$ cat config.mk
export PLATFORM = sky130hd
export DESIGN_NAME = tick_offset_reg
export DESIGN_NICKNAME = d
export VERILOG_FILES = /design/src/rtl/tick_pkg.sv /design/src/rtl/tick_event_counter.sv /design/src/rtl/tick_access_ctl.sv /design/src/rtl/tick_offset_store.sv /design/src/rtl/tick_read_view.sv /design/src/rtl/tick_offset_reg.sv
export SDC_FILE = /design/constraint.sdc
export NUM_CORES = 1
export LEC_CHECK = 0
export ABC_AREA = 1
export BUFFER_PORTS_ARGS = -buffer_cell sky130_fd_sc_hd__buf_2
export CAP_MARGIN = 20
export CORE_UTILIZATION = 45
export CTS_CLUSTER_DIAMETER = 60
export CTS_CLUSTER_SIZE = 28
export DETAILED_ROUTE_END_ITERATION = 6
export HOLD_SLACK_MARGIN = 0.06
export SLEW_MARGIN = 40
export SYNTH_ARGS = -nofsm -noshare
export SYNTH_HDL_FRONTEND = slang
export SYNTH_SLANG_ARGS = --single-unit
$ cat constraint.sdc
create_clock -name clk -period 2.7 [get_ports clk]
set_input_delay 0.54 -clock clk [delete_from_list [all_inputs] [get_ports clk]]
set_output_delay 0.54 -clock clk [all_outputs]
set_load 0.01 [all_outputs]
$ cat src/rtl/tick_pkg.sv
package tick_pkg;
   typedef enum logic [1:0] {
      SEL_TICK  = 2'd0,
      SEL_STICK = 2'd1,
      SEL_PTICK = 2'd2,
      SEL_NONE  = 2'd3
   } tick_sel_e;
endpackage

$ cat src/rtl/tick_event_counter.sv
module tick_event_counter #(
   parameter int CNT_W = 64
) (
   input  logic             clk,
   input  logic             rst_n,
   input  logic             retire_i,
   input  logic             last_i,
   output logic [CNT_W-1:0] cnt_o
);
   logic step;
   assign step = retire_i & last_i;

   always_ff @(posedge clk or negedge rst_n) begin
      if (!rst_n)    cnt_o <= '0;
      else if (step) cnt_o <= cnt_o + {{(CNT_W-1){1'b0}}, 1'b1};
   end
endmodule

$ cat src/rtl/tick_access_ctl.sv
module tick_access_ctl
   import tick_pkg::*;
(
   input  logic       rd_i,
   input  logic       wr_i,
   input  logic [1:0] sel_i,
   input  logic       priv_i,
   input  logic       hpriv_i,
   input  logic       flag_i,
   output logic       rd_ok_o,
   output logic       rd_trap_o,
   output logic       wr_ok_o,
   output logic       wr_trap_o
);
   tick_sel_e sel;
   logic      mapped;
   logic      guarded;

   always_comb begin
      sel     = tick_sel_e'(sel_i);
      mapped  = (sel != SEL_NONE);
      guarded = (sel == SEL_TICK) || (sel == SEL_STICK);
      rd_trap_o = rd_i && guarded && flag_i && !priv_i;
      rd_ok_o   = rd_i && mapped && !rd_trap_o;
      wr_trap_o = wr_i && (sel == SEL_STICK) && !hpriv_i;
      wr_ok_o   = wr_i && mapped && !wr_trap_o;
   end
endmodule

$ cat src/rtl/tick_offset_store.sv
module tick_offset_store #(
   parameter int CNT_W = 64
) (
   input  logic             clk,
   input  logic             rst_n,
   input  logic             wr_ok_i,
   input  logic [CNT_W-1:0] wdata_i,
   input  logic [CNT_W-1:0] cnt_i,
   output logic [CNT_W-2:0] off_o,
   output logic             flag_o
);
   logic [CNT_W-1:0] new_off;
   assign new_off = cnt_i - wdata_i;

   always_ff @(posedge clk or negedge rst_n) begin
      if (!rst_n) begin
         off_o  <= '0;
         flag_o <= 1'b1;
      end else if (wr_ok_i) begin
         off_o  <= new_off[CNT_W-2:0];
         flag_o <= wdata_i[CNT_W-1];
      end
   end
endmodule

$ cat src/rtl/tick_read_view.sv
module tick_read_view #(
   parameter int CNT_W     = 64,
   parameter int ZERO_LSBS = 2
) (
   input  logic [CNT_W-1:0] cnt_i,
   input  logic [CNT_W-2:0] off_i,
   input  logic             flag_i,
   input  logic             rd_ok_i,
   output logic [CNT_W-1:0] data_o
);
   logic [CNT_W-1:0] diff;
   logic [CNT_W-2:0] body;

   assign diff = cnt_i - {1'b0, off_i};

   generate
      if (ZERO_LSBS == 0) begin : g_full
         assign body = diff[CNT_W-2:0];
      end else begin : g_masked
         assign body = {diff[CNT_W-2:ZERO_LSBS], {ZERO_LSBS{1'b0}}};
      end
   endgenerate

   assign data_o = rd_ok_i ? {flag_i, body} : '0;
endmodule

$ cat src/rtl/tick_offset_reg.sv
module tick_offset_reg #(
   parameter int CNT_W     = 64,
   parameter int ZERO_LSBS = 2
) (
   input  logic             clk,
   input  logic             rst_n,
   input  logic             retire_i,
   input  logic             uop_last_i,
   input  logic             acc_rd_i,
   input  logic             acc_wr_i,
   input  logic [1:0]       acc_sel_i,
   input  logic             priv_i,
   input  logic             hpriv_i,
   input  logic [CNT_W-1:0] opa_i,
   input  logic [CNT_W-1:0] opb_i,
   output logic [CNT_W-1:0] rd_data_o,
   output logic             rd_trap_o,
   output logic             wr_trap_o
);
   localparam int OFF_W = CNT_W - 1;

   generate
      if (CNT_W < 8) begin : g_bad_width
         $error("tick_offset_reg: CNT_W must be at least 8");
      end
      if (ZERO_LSBS < 0 || ZERO_LSBS > CNT_W - 2) begin : g_bad_mask
         $error("tick_offset_reg: ZERO_LSBS out of range");
      end
   endgenerate

   logic [CNT_W-1:0] cnt_q;
   logic [OFF_W-1:0] off_q;
   logic             flag_q;
   logic             rd_ok, wr_ok;
   logic [CNT_W-1:0] wdata;

   assign wdata = opa_i ^ opb_i;

   tick_event_counter #(.CNT_W(CNT_W)) u_cnt (
      .clk      (clk),
      .rst_n    (rst_n),
      .retire_i (retire_i),
      .last_i   (uop_last_i),
      .cnt_o    (cnt_q)
   );

   tick_access_ctl u_ctl (
      .rd_i      (acc_rd_i),
      .wr_i      (acc_wr_i),
      .sel_i     (acc_sel_i),
      .priv_i    (priv_i),
      .hpriv_i   (hpriv_i),
      .flag_i    (flag_q),
      .rd_ok_o   (rd_ok),
      .rd_trap_o (rd_trap_o),
      .wr_ok_o   (wr_ok),
      .wr_trap_o (wr_trap_o)
   );

   tick_offset_store #(.CNT_W(CNT_W)) u_off (
      .clk     (clk),
      .rst_n   (rst_n),
      .wr_ok_i (wr_ok),
      .wdata_i (wdata),
      .cnt_i   (cnt_q),
      .off_o   (off_q),
      .flag_o  (flag_q)
   );

   tick_read_view #(.CNT_W(CNT_W), .ZERO_LSBS(ZERO_LSBS)) u_view (
      .cnt_i   (cnt_q),
      .off_i   (off_q),
      .flag_i  (flag_q),
      .rd_ok_i (rd_ok),
      .data_o  (rd_data_o)
   );
endmodule

==> flow_summary_export.csv, run 1 <==
group,metric,value,unit
floorplan,placement_rows,72,
place,dpl.hpwl,61.5,mm
final_layout,area_delta_synth_final,44.4,%
timing,fin_crit,3180,ps
timing,drv_slew,0,
setup_path,end_kind,"output pin",
route,final_antenna_net_count,0,
cts,hold_buffers,0,
floorplan,die_height,201,um
final_layout,layout-drive-gt1-share,31.8,%
pwr,power_density,581,nW/um2
final_layout,final_area,25800,um2
route,drt_iter0_markers,2218,
logic_synthesis,synth-edff-count,0,
setup_path,crit_path_start_kind,"register",
logic_synthesis,synth_common_cells,"nand2_1 (1,242), inv_1 (677), nor2_1 (354), a21oi_1 (148), nand3_1 (144)",
route,routed_wirelength,80.7,mm
final_layout,nets,4042,
cts,htreeDepth,4,
floorplan,ios,204,
timing,finalCritPeriodShare,118,%
final_layout,num_antenna_cells,0,
place,post_dp_cell_area,21200,um2
pwr,peakVddDrop,627,uV
timing,finClkSkew,13.8,ps
timing,clock.fmax,0.314,GHz
logic_synthesis,ys_types,43,
logic_synthesis,netlist_instances,3273,
logic_synthesis,synth_top_area_share,26.1,%
setup_path,cp_max_fo,4,
setup_path,arrival,2640,ps
final_layout,regArea,3190,um2
grt,overflow,0,
timing,setup_viol,58,
floorplan,coreArea,38900,um2
route,wire_per_inst,18.7,um
logic_synthesis,ys.flop_type,"dfrtp_1",
cts,root_buffer,"clkbuf_16",
final_layout,fill_cells,3439,
floorplan,start_util,45.9,%
route,viasPerCell,5.33,
cts,cts.clk_slew.worst_paths,60,ps
logic_synthesis,synth.yosys.seq_area_share,17.8,%
cts,cts_sinks,127,
status,violations,"setup timing",
grt,grt_pass1_vias,20882,
logic_synthesis,synth-seq-cells,127,
pwr,total_leakage_power,14.3,nW
cts,clock_latency,450,ps
route,dr.pass1.iters,6,
setup_path,cp_data_required_time,2160,ps
cts,cts_buffer_depth,2,
grt,grt_start_max_net_pins,65,
floorplan,die-area,40500,um2
final_layout,multi_input_area,15300,um2
cts,numCtsBuffers,17,
timing,rsz0062_at_grt,"true",
min_path,hold_path_class,"primary input to async pin",
flow_run,drv_cap,0,
logic_synthesis,synth_area_leaders,"nand2_1 (26%), dfrtp_1 (18%), inv_1 (14%)",
timing,postLayoutSetupSlackWorst,-481,ps
timing,maxSlewHeadroom,53.4,%
place,dp_slack,-236,ps
timing,worst_pin_slew,699,ps
route,drc_errors,0,
timing,hold_viol,0,
logic_synthesis,synth_area,17900,um2
place,place.port_buffers,201,
floorplan,die_w,201,um
cts,cts_tree,"yes",
status,status,"finished, violations left",
logic_synthesis,synthArstFlopShare,100,%
logic_synthesis,yosysTopAreaCell,"nand2_1",
logic_synthesis,yosysMostFrequentCell,"nand2_1",
grt,antenna_found_initial,0,
grt,grtUsageTotal,36.3,%
place,gp_congestion,1.03,
grt,grt_pass1_wl,113,mm
setup_path,worstSetupPathType,"register to output pin",
route,vias,22988,
logic_synthesis,yosys_warnings,0,
logic_synthesis,syn_area_per_cell,5.45,um2
state kept, by name, indices dropped and copies added, names as in the netlist:
signal        count
u_off.flag_o      1
u_cnt.cnt_o      63
u_off.off_o      63
area by class of cell:
class / instances / share of cell area (%)
multi-input cells: 2442 / 59.3
repair buffers: 508 / 13.4
flip-flops and latches: 127 / 12.4
inverters: 683 / 9.97
well taps: 518 / 2.51
clock buffers: 21 / 1.79
clock inverters: 11 / 0.626
power breakdown:
part	internal, mW	total, mW	switching [mW]
sequential	2.21	2.46	0.253
clock	1.58	2.46	0.873
combinational	4.04	10.1	6.01
total	7.83	15.0	7.14
repair_timing:
| item | CTS | global route |
|---|---|---|
| buffers inserted | 25 | 52 |
| pin swaps | 63 | 164 |
| endpoints found under the setup margin | 58 | 84 |
| resized for setup | 419 | 461 |
layout by cell type, fill, tap and decap left out, drive strengths merged, types with 2 or more instances in the layout:
master / n
clkbuf: 21
buf: 508
nand3: 148
xnor2: 101
o22ai: 9
inv: 682
a21oi: 148
conb: 2
and2: 7
nand3b: 10
o21bai: 12
o21ai: 101
ha: 124
dfrtp: 126
nand2: 1247
nor2: 365
xor2: 46
clkinv: 7
nand4: 49
nor3: 58
nor4: 9
bufinv: 4
critical path: stages (launching register included):
cell and delay (ps):
dfrtp_1 440, ha_4 310, nand2_4 110, inv_2 50, nand2_1 80, nand2_2 80, nand2_2 90, nand3_4 90
inv_2 90, nand2_4 80, nand2_2 90, o211ai_1 110, nand2_1 100, nand2_1 70, nor2_1 210, buf_2 180
cell families after synthesis:
family                   count (synthesis)  share of synthesized area [%]
AND/OR/NAND/NOR                       1895                           43.3
adder cells (fa/ha/maj)                125                           8.80
buffers and inverters                  705                           14.9
AO/OA/AOI/OAI                          273                           7.93
XOR/XNOR                               147                           7.21
flip-flops                             127                           17.8
other                                    1                         0.0210
routing by layer:
metal / share of wire, % / vias to the layer above / GRT usage (%)
li1: - / 10991 / -
met1: 41 / 10492 / 48.0
met2: 45 / 1211 / 59.8
met3: 8.1 / 294 / 3.81
met4: 5.8 / 0 / 16.0
met5: 0 / - / 0
metrics by stage:
step	total power, mW	setup TNS [ps]	hold WS, ps	cells	util, %
final	15.0	-18290	115	4310	66.2
after global routing	15.7	-21960	166	4310	66.2
after CTS	12.9	-9740	128	4258	60.9
after detailed placement	9.22	-2680	466	4201	54.5
after global placement	9.14	-1740	466	4201	54.5
after floorplan	6.42	0	244	3274	-
path summary, 6_finish.rpt:
check                                   to  cells past startpoint             from  slack, ps
setup / recovery             rd_data_o[31]                     15   u_cnt.cnt_o[9]       -480
hold / removal              u_off.off_o[1]                      1            rst_n        120
setup reg to reg           u_off.off_o[44]                     15   u_cnt.cnt_o[0]        -80
hold reg to reg            u_off.off_o[42]                      2  u_off.off_o[42]        490
max in group asynchronous  u_cnt.cnt_o[45]                      2            rst_n       1820
min in group clk              u_off.flag_o                      4        opa_i[63]        410
No activity file was read; power rests on OpenSTA's default activity.
==> inputs of run 2 (changes only) <==
- clock period: 2.7 -> 3.67 ns (I/O delays scaled with it)
==> run 2 against run 1 <==
Against the previous run: the flow now finishes without violations; sequential share of layout area rose by 3.1 points; worst hold slack improved by 160 ps; setup slack improved by 610 ps; critical endpoint is now rd_data_o[50]; highest routed layer is now met5.
==> flow_summary_export.csv, run 2 (synthesized netlist as in run 1, its figures left out) <==
group,metric,value,unit
cts,clock_latency,440,ps
final_layout,num_antenna_cells,0,
place,gp_congestion,1.04,
pwr,swShare,48.2,%
flow_run,drv_cap,0,
route,dr.pass1.iters,7,
floorplan,die_height,201,um
cts,cts_buffer_depth,2,
timing,fin_crit,3540,ps
setup_path,cp_data_required_time,2940,ps
pwr,p_total,8.48,mW
grt,grt_pass1_vias,19150,
pwr,comb_power_share,54.9,%
grt,grtUsageTotal,34.8,%
grt,grt_pass1_wl,108,mm
floorplan,die_w,201,um
status,status,"completed",
final_layout,layout-drive-gt1-share,11.4,%
floorplan,ios,204,
setup_path,arrival,2810,ps
setup_path,crit_family,"simple AND/OR/NAND/NOR gates",
timing,worst_pin_slew,872,ps
timing,maxSlewHeadroom,41.9,%
pwr,power_density,409,nW/um2
pwr,peakVddDrop,290,uV
timing,drv_slew,0,
floorplan,die-area,40500,um2
setup_path,critPathBufInv,3,
setup_path,end_kind,"output pin",
final_layout,fin_util,53.3,%
final_layout,top_regs,"u_cnt.cnt_o (63), u_off.off_o (63), u_off.flag_o (1)",
pwr,total_leakage_power,12.2,nW
cts,cts.clk_slew.worst_paths,70,ps
timing,final.setup.tns,0,ps
route,viasPerCell,5.13,
pwr,power_switching,4.08,mW
cts,root_buffer,"clkbuf_16",
final_layout,area_delta_synth_final,16.2,%
cts,cts_sinks,127,
setup_path,worstSetupPathType,"register to output pin",
setup_path,cp_num_cells,13,
route,drt_iter0_markers,1755,
setup_path,reg2reg_depth,13,
cts,hold_buffers,0,
route,vias,20720,
timing,hold_viol,0,
timing,finClkSkew,15.1,ps
floorplan,start_util,45.9,%
route,final_antenna_net_count,0,
timing,setup_viol,0,
final_layout,fill_cells,4269,
grt,overflow,0,
setup_path,crit_slowest_cell,"dfrtp_1",
min_path,hold_path_class,"primary input to async pin",
place,dpl.hpwl,60.3,mm
setup_path,critPathMaxStageDelay,380,ps
final_layout,final_common_cell,"nand2_1",
final_layout,nets,3772,
floorplan,placement_rows,72,
setup_path,worst_path_most_repeated_cell,"nand2_1",
route,wire_per_inst,17.5,um
final_layout,final_area,20700,um2
pwr,power_frac_seq,22.1,%
setup_path,path_cells,"inv_1 > ha_2 > nand2_1 > inv_1 > nand2_1 > nand2_1 > a21oi_2 > nand3_1 > nand2_2 > nand3_1 > and2_1 > nor2_1 > buf_2",
pwr,internal-power,4.39,mW
pwr,clkPwrFrac,23.1,%
timing,finalCritPeriodShare,96.6,%
cts,cts_tree,"yes",
final_layout,mostFrequentLayoutCells,"nand2_1 (1,232), inv_1 (676), nor2_1 (342), buf_2 (200)",
setup_path,crit_path_start_kind,"register",
grt,grt_start_max_net_pins,65,
route,drc_errors,0,
cts,numCtsBuffers,17,
timing,clock.fmax,0.282,GHz
place,post_dp_cell_area,19700,um2
route,routed_wirelength,70.5,mm
grt,antenna_found_initial,1,
place,place.port_buffers,201,
cts,htreeDepth,4,
floorplan,coreArea,38900,um2
setup_path,cp_max_fo,5,
==> run 2: cell types whose count changed in the layout (fill, tap and decap cells not counted), moves of 23 or more <==
cell and change:
a21oi_1 +43, nand2_1 +231, ha_1 +33, inv_1 +91
nor2_2 -30, nand3_1 +23, nand2_4 -86, inv_2 -89
nor2_4 -62, buf_4 -251, ha_4 -51, a21oi_2 -25
nand2_2 -141, nor2_1 +92
==> run 2: worst register-to-register path, cell delays in order (launching register included) <==
cell	delay, ps
dfrtp_1	390
buf_4	180
ha_1	370
nand2_1	190
inv_1	60
nand2_1	70
nand2_1	70
a21oi_1	350
nand3_1	380
nand2_1	270
nand2_1	80
nand2_1	70
nand3_1	170
nand2_1	130
==> run 2: through the flow <==
stage                     hold slack, ps  worst slack, ps  std cells
after floorplan                      438             1060       3274
after global placement               466              320       4005
after detailed placement             469              311       4005
after CTS                            400             27.6       4037
after global routing                 320            -9.43       4040
final                                271              127       4040
==> run 2: power by group through the flow <==
stage | clock network, mW | registers, mW | logic (mW)
2_1_floorplan | 0 | 1.77 | 2.96
3_3_place_gp | 0 | 1.88 | 4.32
3_5_place_dp | 0 | 1.88 | 4.36
4_1_cts | 1.96 | 1.86 | 4.39
5_1_grt | 2.01 | 1.90 | 5.17
6_report | 1.95 | 1.87 | 4.65
==> run 2: routing by layer <==
layer	routed length (um)	GRT usage (%)
met1	31400	48.7
met2	30600	55.5
met3	5780	3.64
met4	2770	11.9
met5	17	0
==> run 2: area by class of cell <==
cell class / count / area [um2] / area share [%]
Clock buffer: 17 / 425 / 2.05
Inverter: 683 / 2560 / 12.4
Multi-Input combinational cell: 2442 / 12400 / 59.6
Timing Repair Buffer: 238 / 1320 / 6.34
Clock inverter: 15 / 233 / 1.12
Tap cell: 518 / 648 / 3.12
Sequential cell: 127 / 3200 / 15.4
==> run 2: timing repair <==
action	4_1_cts	5_1_grt
endpoints found under the setup margin	7	36
setup buffers	0	3
hold endpoints to repair	0	0
resized for setup	7	94
==> run 2: path summary, 6_finish.rpt <==
kind,startpoint,slack (ps),endpoint
max,u_off.off_o[13],130,rd_data_o[50]
min,rst_n,270,u_off.off_o[11]
max reg2reg,u_cnt.cnt_o[18],810,u_off.off_o[55]
min reg2reg,u_off.off_o[46],480,u_off.off_o[46]
max in group asynchronous,rst_n,2590,u_cnt.cnt_o[46]
min in group clk,u_off.off_o[46],480,u_off.off_o[46]
